## src/rtl/crtc_pkg.sv

```systemverilog
package crtc_pkg;

   typedef enum logic {
      PH_ONE = 1'b0,
      PH_TWO = 1'b1
   } phase_e;

   // register indices whose numbering the host and readback window depend on
   localparam int IDX_HTOT  = 0;
   localparam int IDX_HDISP = 1;
   localparam int IDX_HSPOS = 2;
   localparam int IDX_SWID  = 3;
   localparam int IDX_VTOT  = 4;
   localparam int IDX_VDISP = 6;
   localparam int IDX_VSPOS = 7;
   localparam int IDX_SAH   = 12;
   localparam int IDX_SAL   = 13;

endpackage

```

## src/rtl/crtc_regfile.sv

```systemverilog
module crtc_regfile #(
   parameter int DATA_W = 8,
   parameter int NREG   = 18,
   parameter int SEL_W  = 5,
   parameter int RD_LO  = 12,
   parameter int RD_HI  = 17
) (
   input  logic                     clk,
   input  logic                     wr_en,
   input  logic [SEL_W-1:0]         sel,
   input  logic [DATA_W-1:0]        wdata,
   input  logic                     rd_status,
   output logic [DATA_W-1:0]        rd_data,
   output logic [NREG*DATA_W-1:0]   regs_o
);

   localparam int SEL_SPAN = 1 << SEL_W;

   if (NREG > SEL_SPAN) begin : g_bad_nreg
      $error("crtc_regfile: NREG exceeds the select range");
   end
   if (RD_HI >= NREG || RD_LO > RD_HI) begin : g_bad_window
      $error("crtc_regfile: readable window outside the register bank");
   end

   for (genvar g = 0; g < NREG; g++) begin : g_reg
      logic [DATA_W-1:0] q;
      always_ff @(posedge clk) begin
         if (wr_en && sel == SEL_W'(g)) q <= wdata;
      end
      assign regs_o[g*DATA_W +: DATA_W] = q;
   end

   always_comb begin
      rd_data = '1;
      if (!rd_status) begin
         for (int i = RD_LO; i <= RD_HI; i++) begin
            if (sel == SEL_W'(i)) rd_data = regs_o[i*DATA_W +: DATA_W];
         end
      end
   end

endmodule

```

## src/rtl/crtc_hcount.sv

```systemverilog
module crtc_hcount #(
   parameter int CNT_W = 8
) (
   input  logic             clk,
   input  logic             rst,
   input  logic             step,
   input  logic [CNT_W-1:0] htot,
   input  logic [CNT_W-1:0] hdisp,
   input  logic [CNT_W-1:0] hspos,
   output logic [CNT_W-1:0] cnt_o,
   output logic             cvis_o,
   output logic             eol_o,
   output logic             vis_end_o,
   output logic             hs_start_o
);

   logic [CNT_W-1:0] cnt_q;
   logic             cvis_q;

   assign eol_o      = (cnt_q == htot);
   assign vis_end_o  = (cnt_q == hdisp);
   assign hs_start_o = (cnt_q == hspos);
   assign cnt_o      = cnt_q;
   assign cvis_o     = cvis_q;

   always_ff @(posedge clk) begin
      if (rst) begin
         cnt_q  <= '0;
         cvis_q <= 1'b1;
      end else if (step) begin
         if (eol_o) begin
            cnt_q  <= '0;
            cvis_q <= 1'b1;
         end else begin
            cnt_q <= cnt_q + 1'b1;
            if (vis_end_o) cvis_q <= 1'b0;
         end
      end
   end

endmodule

```

## src/rtl/crtc_hsync.sv

```systemverilog
module crtc_hsync #(
   parameter int SYNC_W = 4
) (
   input  logic              clk,
   input  logic              rst,
   input  logic              step,
   input  logic              start,
   input  logic [SYNC_W-1:0] width,
   output logic              hsync_o
);

   logic [SYNC_W-1:0] wcnt_q, wcnt_tmp, wcnt_n;
   logic              hs_q, hs_tmp, hs_n;

   // start is applied first, then the width test sees the cleared counter
   always_comb begin
      wcnt_tmp = start ? '0 : wcnt_q;
      hs_tmp   = start | hs_q;
      if (hs_tmp) begin
         hs_n   = (wcnt_tmp != width);
         wcnt_n = wcnt_tmp + 1'b1;
      end else begin
         hs_n   = 1'b0;
         wcnt_n = wcnt_q;
      end
   end

   always_ff @(posedge clk) begin
      if (rst) begin
         wcnt_q <= '0;
         hs_q   <= 1'b0;
      end else if (step) begin
         wcnt_q <= wcnt_n;
         hs_q   <= hs_n;
      end
   end

   assign hsync_o = hs_q;

endmodule

```

## src/rtl/crtc_addrgen.sv

```systemverilog
module crtc_addrgen #(
   parameter int ADDR_W = 14,
   parameter int LINE_W = 7
) (
   input  logic              clk,
   input  logic              rst,
   input  logic              step,
   input  logic              eol,
   input  logic              vis_end,
   input  logic [LINE_W-1:0] vtot,
   input  logic [LINE_W-1:0] vdisp,
   input  logic [LINE_W-1:0] vspos,
   input  logic [ADDR_W-1:0] start_addr,
   output logic [ADDR_W-1:0] ref_addr_o,
   output logic              line_vis_o,
   output logic              vsync_o
);

   logic [ADDR_W-1:0] ra_q, row_q, row_n;
   logic [LINE_W-1:0] line_q;

   assign row_n = vis_end ? ra_q : row_q;

   always_ff @(posedge clk) begin
      if (rst) begin
         ra_q   <= '0;
         row_q  <= '0;
         line_q <= '0;
      end else if (step) begin
         row_q <= row_n;
         if (eol) begin
            if (line_q == vtot) begin
               line_q <= '0;
               ra_q   <= start_addr;
            end else begin
               line_q <= line_q + 1'b1;
               ra_q   <= row_n;
            end
         end else begin
            ra_q <= ra_q + 1'b1;
         end
      end
   end

   assign ref_addr_o = ra_q;
   assign line_vis_o = (line_q < vdisp);
   assign vsync_o    = (line_q == vspos);

endmodule

```

## src/rtl/crtc_char_timer.sv

```systemverilog
module crtc_char_timer #(
   parameter int DATA_W = 8,
   parameter int NREG   = 18,
   parameter int SEL_W  = 5,
   parameter int ADDR_W = 14,
   parameter int SYNC_W = 4,
   parameter int LINE_W = 7
) (
   input  logic              clk,
   input  logic              rst,
   input  logic [SEL_W-1:0]  reg_sel,
   input  logic              reg_wr,
   input  logic [DATA_W-1:0] reg_wdata,
   input  logic              rd_status,
   output logic [DATA_W-1:0] rd_data,
   output logic              phase2,
   output logic              disp_en,
   output logic              hsync,
   output logic              vsync,
   output logic [ADDR_W-1:0] ref_addr
);
   import crtc_pkg::*;

   localparam int HI_W = ADDR_W - DATA_W;

   if (HI_W < 1 || HI_W > DATA_W) begin : g_bad_addr
      $error("crtc_char_timer: ADDR_W must lie between DATA_W+1 and 2*DATA_W");
   end
   if (SYNC_W > DATA_W || LINE_W > DATA_W) begin : g_bad_field
      $error("crtc_char_timer: field wider than a register");
   end
   if (NREG <= IDX_SAL) begin : g_bad_bank
      $error("crtc_char_timer: register bank too small");
   end

   logic [NREG*DATA_W-1:0] reg_bus;
   phase_e                 ph_q;
   logic                   step;
   logic [DATA_W-1:0]      char_cnt;
   logic                   cvis, eol, vis_end, hs_start, line_vis;
   logic [SYNC_W-1:0]      hs_width;
   logic [ADDR_W-1:0]      start_addr;
   logic                   unused_regs;

   assign unused_regs = ^reg_bus;
   assign hs_width    = reg_bus[IDX_SWID*DATA_W +: SYNC_W];
   assign start_addr  = {reg_bus[IDX_SAH*DATA_W +: HI_W], reg_bus[IDX_SAL*DATA_W +: DATA_W]};

   always_ff @(posedge clk) begin
      if (rst) ph_q <= PH_ONE;
      else     ph_q <= (ph_q == PH_ONE) ? PH_TWO : PH_ONE;
   end
   assign step   = (ph_q == PH_ONE);
   assign phase2 = (ph_q == PH_TWO);

   crtc_regfile #(
      .DATA_W(DATA_W), .NREG(NREG), .SEL_W(SEL_W), .RD_LO(12), .RD_HI(17)
   ) u_regs (
      .clk(clk), .wr_en(reg_wr), .sel(reg_sel), .wdata(reg_wdata),
      .rd_status(rd_status), .rd_data(rd_data), .regs_o(reg_bus)
   );

   crtc_hcount #(.CNT_W(DATA_W)) u_hcnt (
      .clk(clk), .rst(rst), .step(step),
      .htot(reg_bus[IDX_HTOT*DATA_W +: DATA_W]),
      .hdisp(reg_bus[IDX_HDISP*DATA_W +: DATA_W]),
      .hspos(reg_bus[IDX_HSPOS*DATA_W +: DATA_W]),
      .cnt_o(char_cnt), .cvis_o(cvis), .eol_o(eol),
      .vis_end_o(vis_end), .hs_start_o(hs_start)
   );

   crtc_hsync #(.SYNC_W(SYNC_W)) u_hs (
      .clk(clk), .rst(rst), .step(step), .start(hs_start),
      .width(hs_width), .hsync_o(hsync)
   );

   crtc_addrgen #(.ADDR_W(ADDR_W), .LINE_W(LINE_W)) u_addr (
      .clk(clk), .rst(rst), .step(step), .eol(eol), .vis_end(vis_end),
      .vtot(reg_bus[IDX_VTOT*DATA_W +: LINE_W]),
      .vdisp(reg_bus[IDX_VDISP*DATA_W +: LINE_W]),
      .vspos(reg_bus[IDX_VSPOS*DATA_W +: LINE_W]),
      .start_addr(start_addr), .ref_addr_o(ref_addr),
      .line_vis_o(line_vis), .vsync_o(vsync)
   );

   assign disp_en = cvis & line_vis;

endmodule

```

## config.mk

```make
export PLATFORM = sky130hd
export DESIGN_NAME = crtc_char_timer
export DESIGN_NICKNAME = d
export VERILOG_FILES = /design/src/rtl/crtc_pkg.sv /design/src/rtl/crtc_regfile.sv /design/src/rtl/crtc_hcount.sv /design/src/rtl/crtc_hsync.sv /design/src/rtl/crtc_addrgen.sv /design/src/rtl/crtc_char_timer.sv
export SDC_FILE = /design/constraint.sdc
export NUM_CORES = 1
export LEC_CHECK = 0
export ABC_AREA = 1
export CAP_MARGIN = 25
export CORE_MARGIN = 2
export CORE_UTILIZATION = 47
export CTS_CLUSTER_DIAMETER = 120
export DETAILED_ROUTE_END_ITERATION = 7
export DONT_BUFFER_PORTS = 1
export HOLD_SLACK_MARGIN = 0.06
export PLACE_DENSITY_LB_ADDON = 0.3
export SLEW_MARGIN = 20
export SYNTH_ARGS = -nofsm -noshare
export SYNTH_HDL_FRONTEND = slang
export SYNTH_SLANG_ARGS = --single-unit
```

## constraint.sdc

```tcl
create_clock -name clk -period 1.5 [get_ports clk]
set_input_delay 0.075 -clock clk [delete_from_list [all_inputs] [get_ports clk]]
set_output_delay 0.075 -clock clk [all_outputs]
set_load 0.005 [all_outputs]
```

==> reports/summary.txt <==
status -> finished with violations
failing checks -> setup timing
Final Util -> 65.5%
commonest non-fill, non-tap cell in the layout -> nand2_1
Lkg Pwr -> 0.00369 uW
netlist area before placement -> 6920 um2
worst-skew pair later-pin latency -> 0.43 ns
crit path time final -> 1.69 ns
NetSw -> 2260 uW
first-pass GRT wire length -> 29500 um
Mapped Cells -> 753
# DRC -> 0
die area -> 15700 um2
Critical Path Fanout Max -> 7
IR drop worst, VDD -> 0.890 mV
core area -> 14500 um2
top cell type's share of synthesized area -> 42.1%
Slew HR -> 48.5%
Int Power -> 6940 uW
Num Clock Sinks -> 147
CP Capture Type -> register
number of synthesized register bits -> 147
initial antenna violation count -> 0
total congestion overflow -> 0
WP data required -> 1.81 ns
placed inst area -> 7600 um2
CTS Root Cell -> clkbuf_16
H-tree Lvls -> 4
syn_area_per_cell -> 9.19 um2
final total power -> 9200 uW
Final Cell Area -> 9480 um2
syn_nets -> 780
total CTS buffers -> 17
leading cell types in the layout, fill and taps excluded -> 121 x nand2_1, 97 x edfxtp_1, 79 x inv_1
GPL Wtd Cong -> 0.913
Worst EP arrival -> 2.00 ns
fin nets -> 892
Reg2Reg Launch Point -> u_regs.g_reg[0].q[5]$_DFFE_PP_
Placed Cells -> 986
I/O pin total -> 43
die height -> 125 um
largest net degree at the start of global routing -> 23
RSZ-0062 raised after global routing -> yes
DRT iter0 DRCs -> 549
Pwr Density -> 970 nW/um2
Worst-Margin Slew -> 0.772 ns
synth warn -> 0
achievable frequency -> 0.592 GHz
Die Wd -> 125 um
setup ws final -> -0.188 ns
fin crit share -> 113%
sw frac -> 24.5%
Clock Tree Buf Depth -> 2
Row Count -> 44
Final Hold Viols -> 0
Clock Skew -> 0.0101 ns
vias in the first global route -> 5741
Max Cap Viol -> 0
layout cells sized above 1 -> 33.6%
antenna-violating nets left -> 0
sequential-to-total area share from yosys stat -> 56.5%
Buffers on Ports -> 0
cell accounting for the most synthesized area -> edfxtp_1
via count -> 5848
Slew Limit Fails -> 0
top post-synthesis cells by area -> edfxtp_1 42%, dfxtp_1 14%, nand2_1 7.5%, nor2_1 5.4%, inv_1 4.7%
drt total wl -> 19300 um
post-route non-filler standard cell count -> 1062
startpoint of the worst hold path -> reg_sel[2]
Area growth syn-to-layout -> 37.0%
n_diodes -> 0
Seq pwr share -> 48.4%
Total GRT Usage -> 23.9%
Critical Path Source -> u_regs.g_reg[0].q[5]$_DFFE_PP_
HP Class -> input port to register
Clk pwr share -> 45.1%
Clock Pin Slew Worst Setup and Hold Paths -> 0.07 ns
library cells used by synthesis -> 38
HPWL after DPL -> 11600 um
combinational power share -> 6.5%
startpoint types -> register
average vias per placed instance -> 5.51
Setup Viol. Count Final -> 49
crit path kind -> register to register
WL/cell -> 18.2 um
internal reg-to-reg setup slack -> -0.19 ns
initial core utilization -> 47.8%
CTS tree -> built
drt pass-1 iters -> 7
sequential cells by signal, indices dropped and copies added (netlist names):
register and count:
u_hcnt.cnt_o 8, u_addr.ref_addr_o 14, u_hcnt.cvis_o 1, phase2 1, u_addr.line_q 7, u_addr.row_q 14, u_regs.g.q 97, u_hs.hsync_o 1
u_hs.wcnt_q 4
worst max-delay path, cell delays in order (launching register included):
cell and delay [ns]:
edfxtp_1 0.42, nand2_2 0.09, nand4_1 0.16, nor2_4 0.21
nand2_8 0.13, nor2_8 0.19, a21oi_2 0.14, o21ai_0 0.16
nor2_1 0.07
logic make-up (layout without fill, tap and decap cells):
logic type | Yosys count | count (layout) | synth area share, %
flops | 147 | 147 | 56.5
compound gates | 101 | 101 | 8.28
xor+xnor | 40 | 40 | 5.06
simple gates | 339 | 339 | 21.3
buf+inv | 116 | 241 | 6.98
fa+ha+maj | 10 | 10 | 1.81
final timing paths:
kind                                         end  cells past startpoint
setup / recovery   u_addr.line_q[1]$_SDFFE_PP0P_                      8
hold / removal    u_regs.g_reg[7].q[4]$_DFFE_PP_                      3
setup reg to reg   u_addr.line_q[1]$_SDFFE_PP0P_                      8
hold reg to reg     u_addr.row_q[2]$_SDFFE_PP0N_                      2
metrics by stage:
| step | setup TNS, ns | hold WS (ns) | setup slack, ns |
|---|---|---|---|
| 3_5_place_dp | -4.85 | 0.151 | -0.197 |
| 3_3_place_gp | -2.51 | 0.146 | -0.128 |
| 6_report | -5.14 | 0.118 | -0.188 |
| 5_1_grt | -9.36 | 0.126 | -0.272 |
| 4_1_cts | -5.23 | 0.110 | -0.171 |
| 2_1_floorplan | 0 | 0.174 | 0.00543 |
area by class of cell:
cell class	instances	area, um2
inverter	95	377
timing repair buffer	113	1120
clock buffer	18	429
timing repair inverter	1	11.3
clock inverter	14	140
tap	184	230
fill	1069	4990
multi-input combinational	490	3240
sequential	147	3940
synthesized netlist by cell type:
cell type / instances
nand2_4: 2
buf_6: 2
o22ai_1: 8
o211ai_1: 9
buf_4: 5
a31oi_1: 3
o31ai_1: 3
nor4_1: 2
nand3_2: 1
dfxtp_1: 50
clkinv_1: 1
o21a_1: 1
inv_1: 87
nor2_1: 100
nand2_2: 2
nor2_2: 2
inv_2: 6
nand2_1: 138
xor2_1: 23
nor2_8: 1
a211oi_1: 3
inv_4: 1
clkbuf_1: 5
edfxtp_1: 97
nand4_1: 10
nor3_1: 17
a21oi_2: 2
buf_2: 9
or2_2: 1
a21oi_1: 43
o21ai_1: 3
o2111a_1: 1
nor3b_1: 2
ha_1: 10
nand3_1: 58
xnor2_1: 17
o21ai_0: 25
nor2_4: 3
per-layer routing:
layer,vias to the layer above,track usage (%),part of all wire [%]
met4,0,7.06,2.1
met2,232,41.0,50
met3,45,5.56,6.4
met1,2829,30.4,41
li1,2742,-,-
met5,-,0,0
what timing repair did:
item	CTS	global route
pin swaps	44	34
hold buffers	11	0
buffers inserted	16	13
gates resized for setup	129	90
endpoints found under the setup margin	52	59
endpoints found under the hold margin	121	0
gates cloned	4	2
power by group through the flow:
stage	clock [uW]	combinational (uW)	sequential (uW)
finish	4150	602	4450
global route	4370	654	4460
CTS	4180	547	4450
detailed placement	0	434	4540
global placement	0	428	4530
floorplan	0	258	4540
Note: power is estimated with default switching activity, not from simulation.
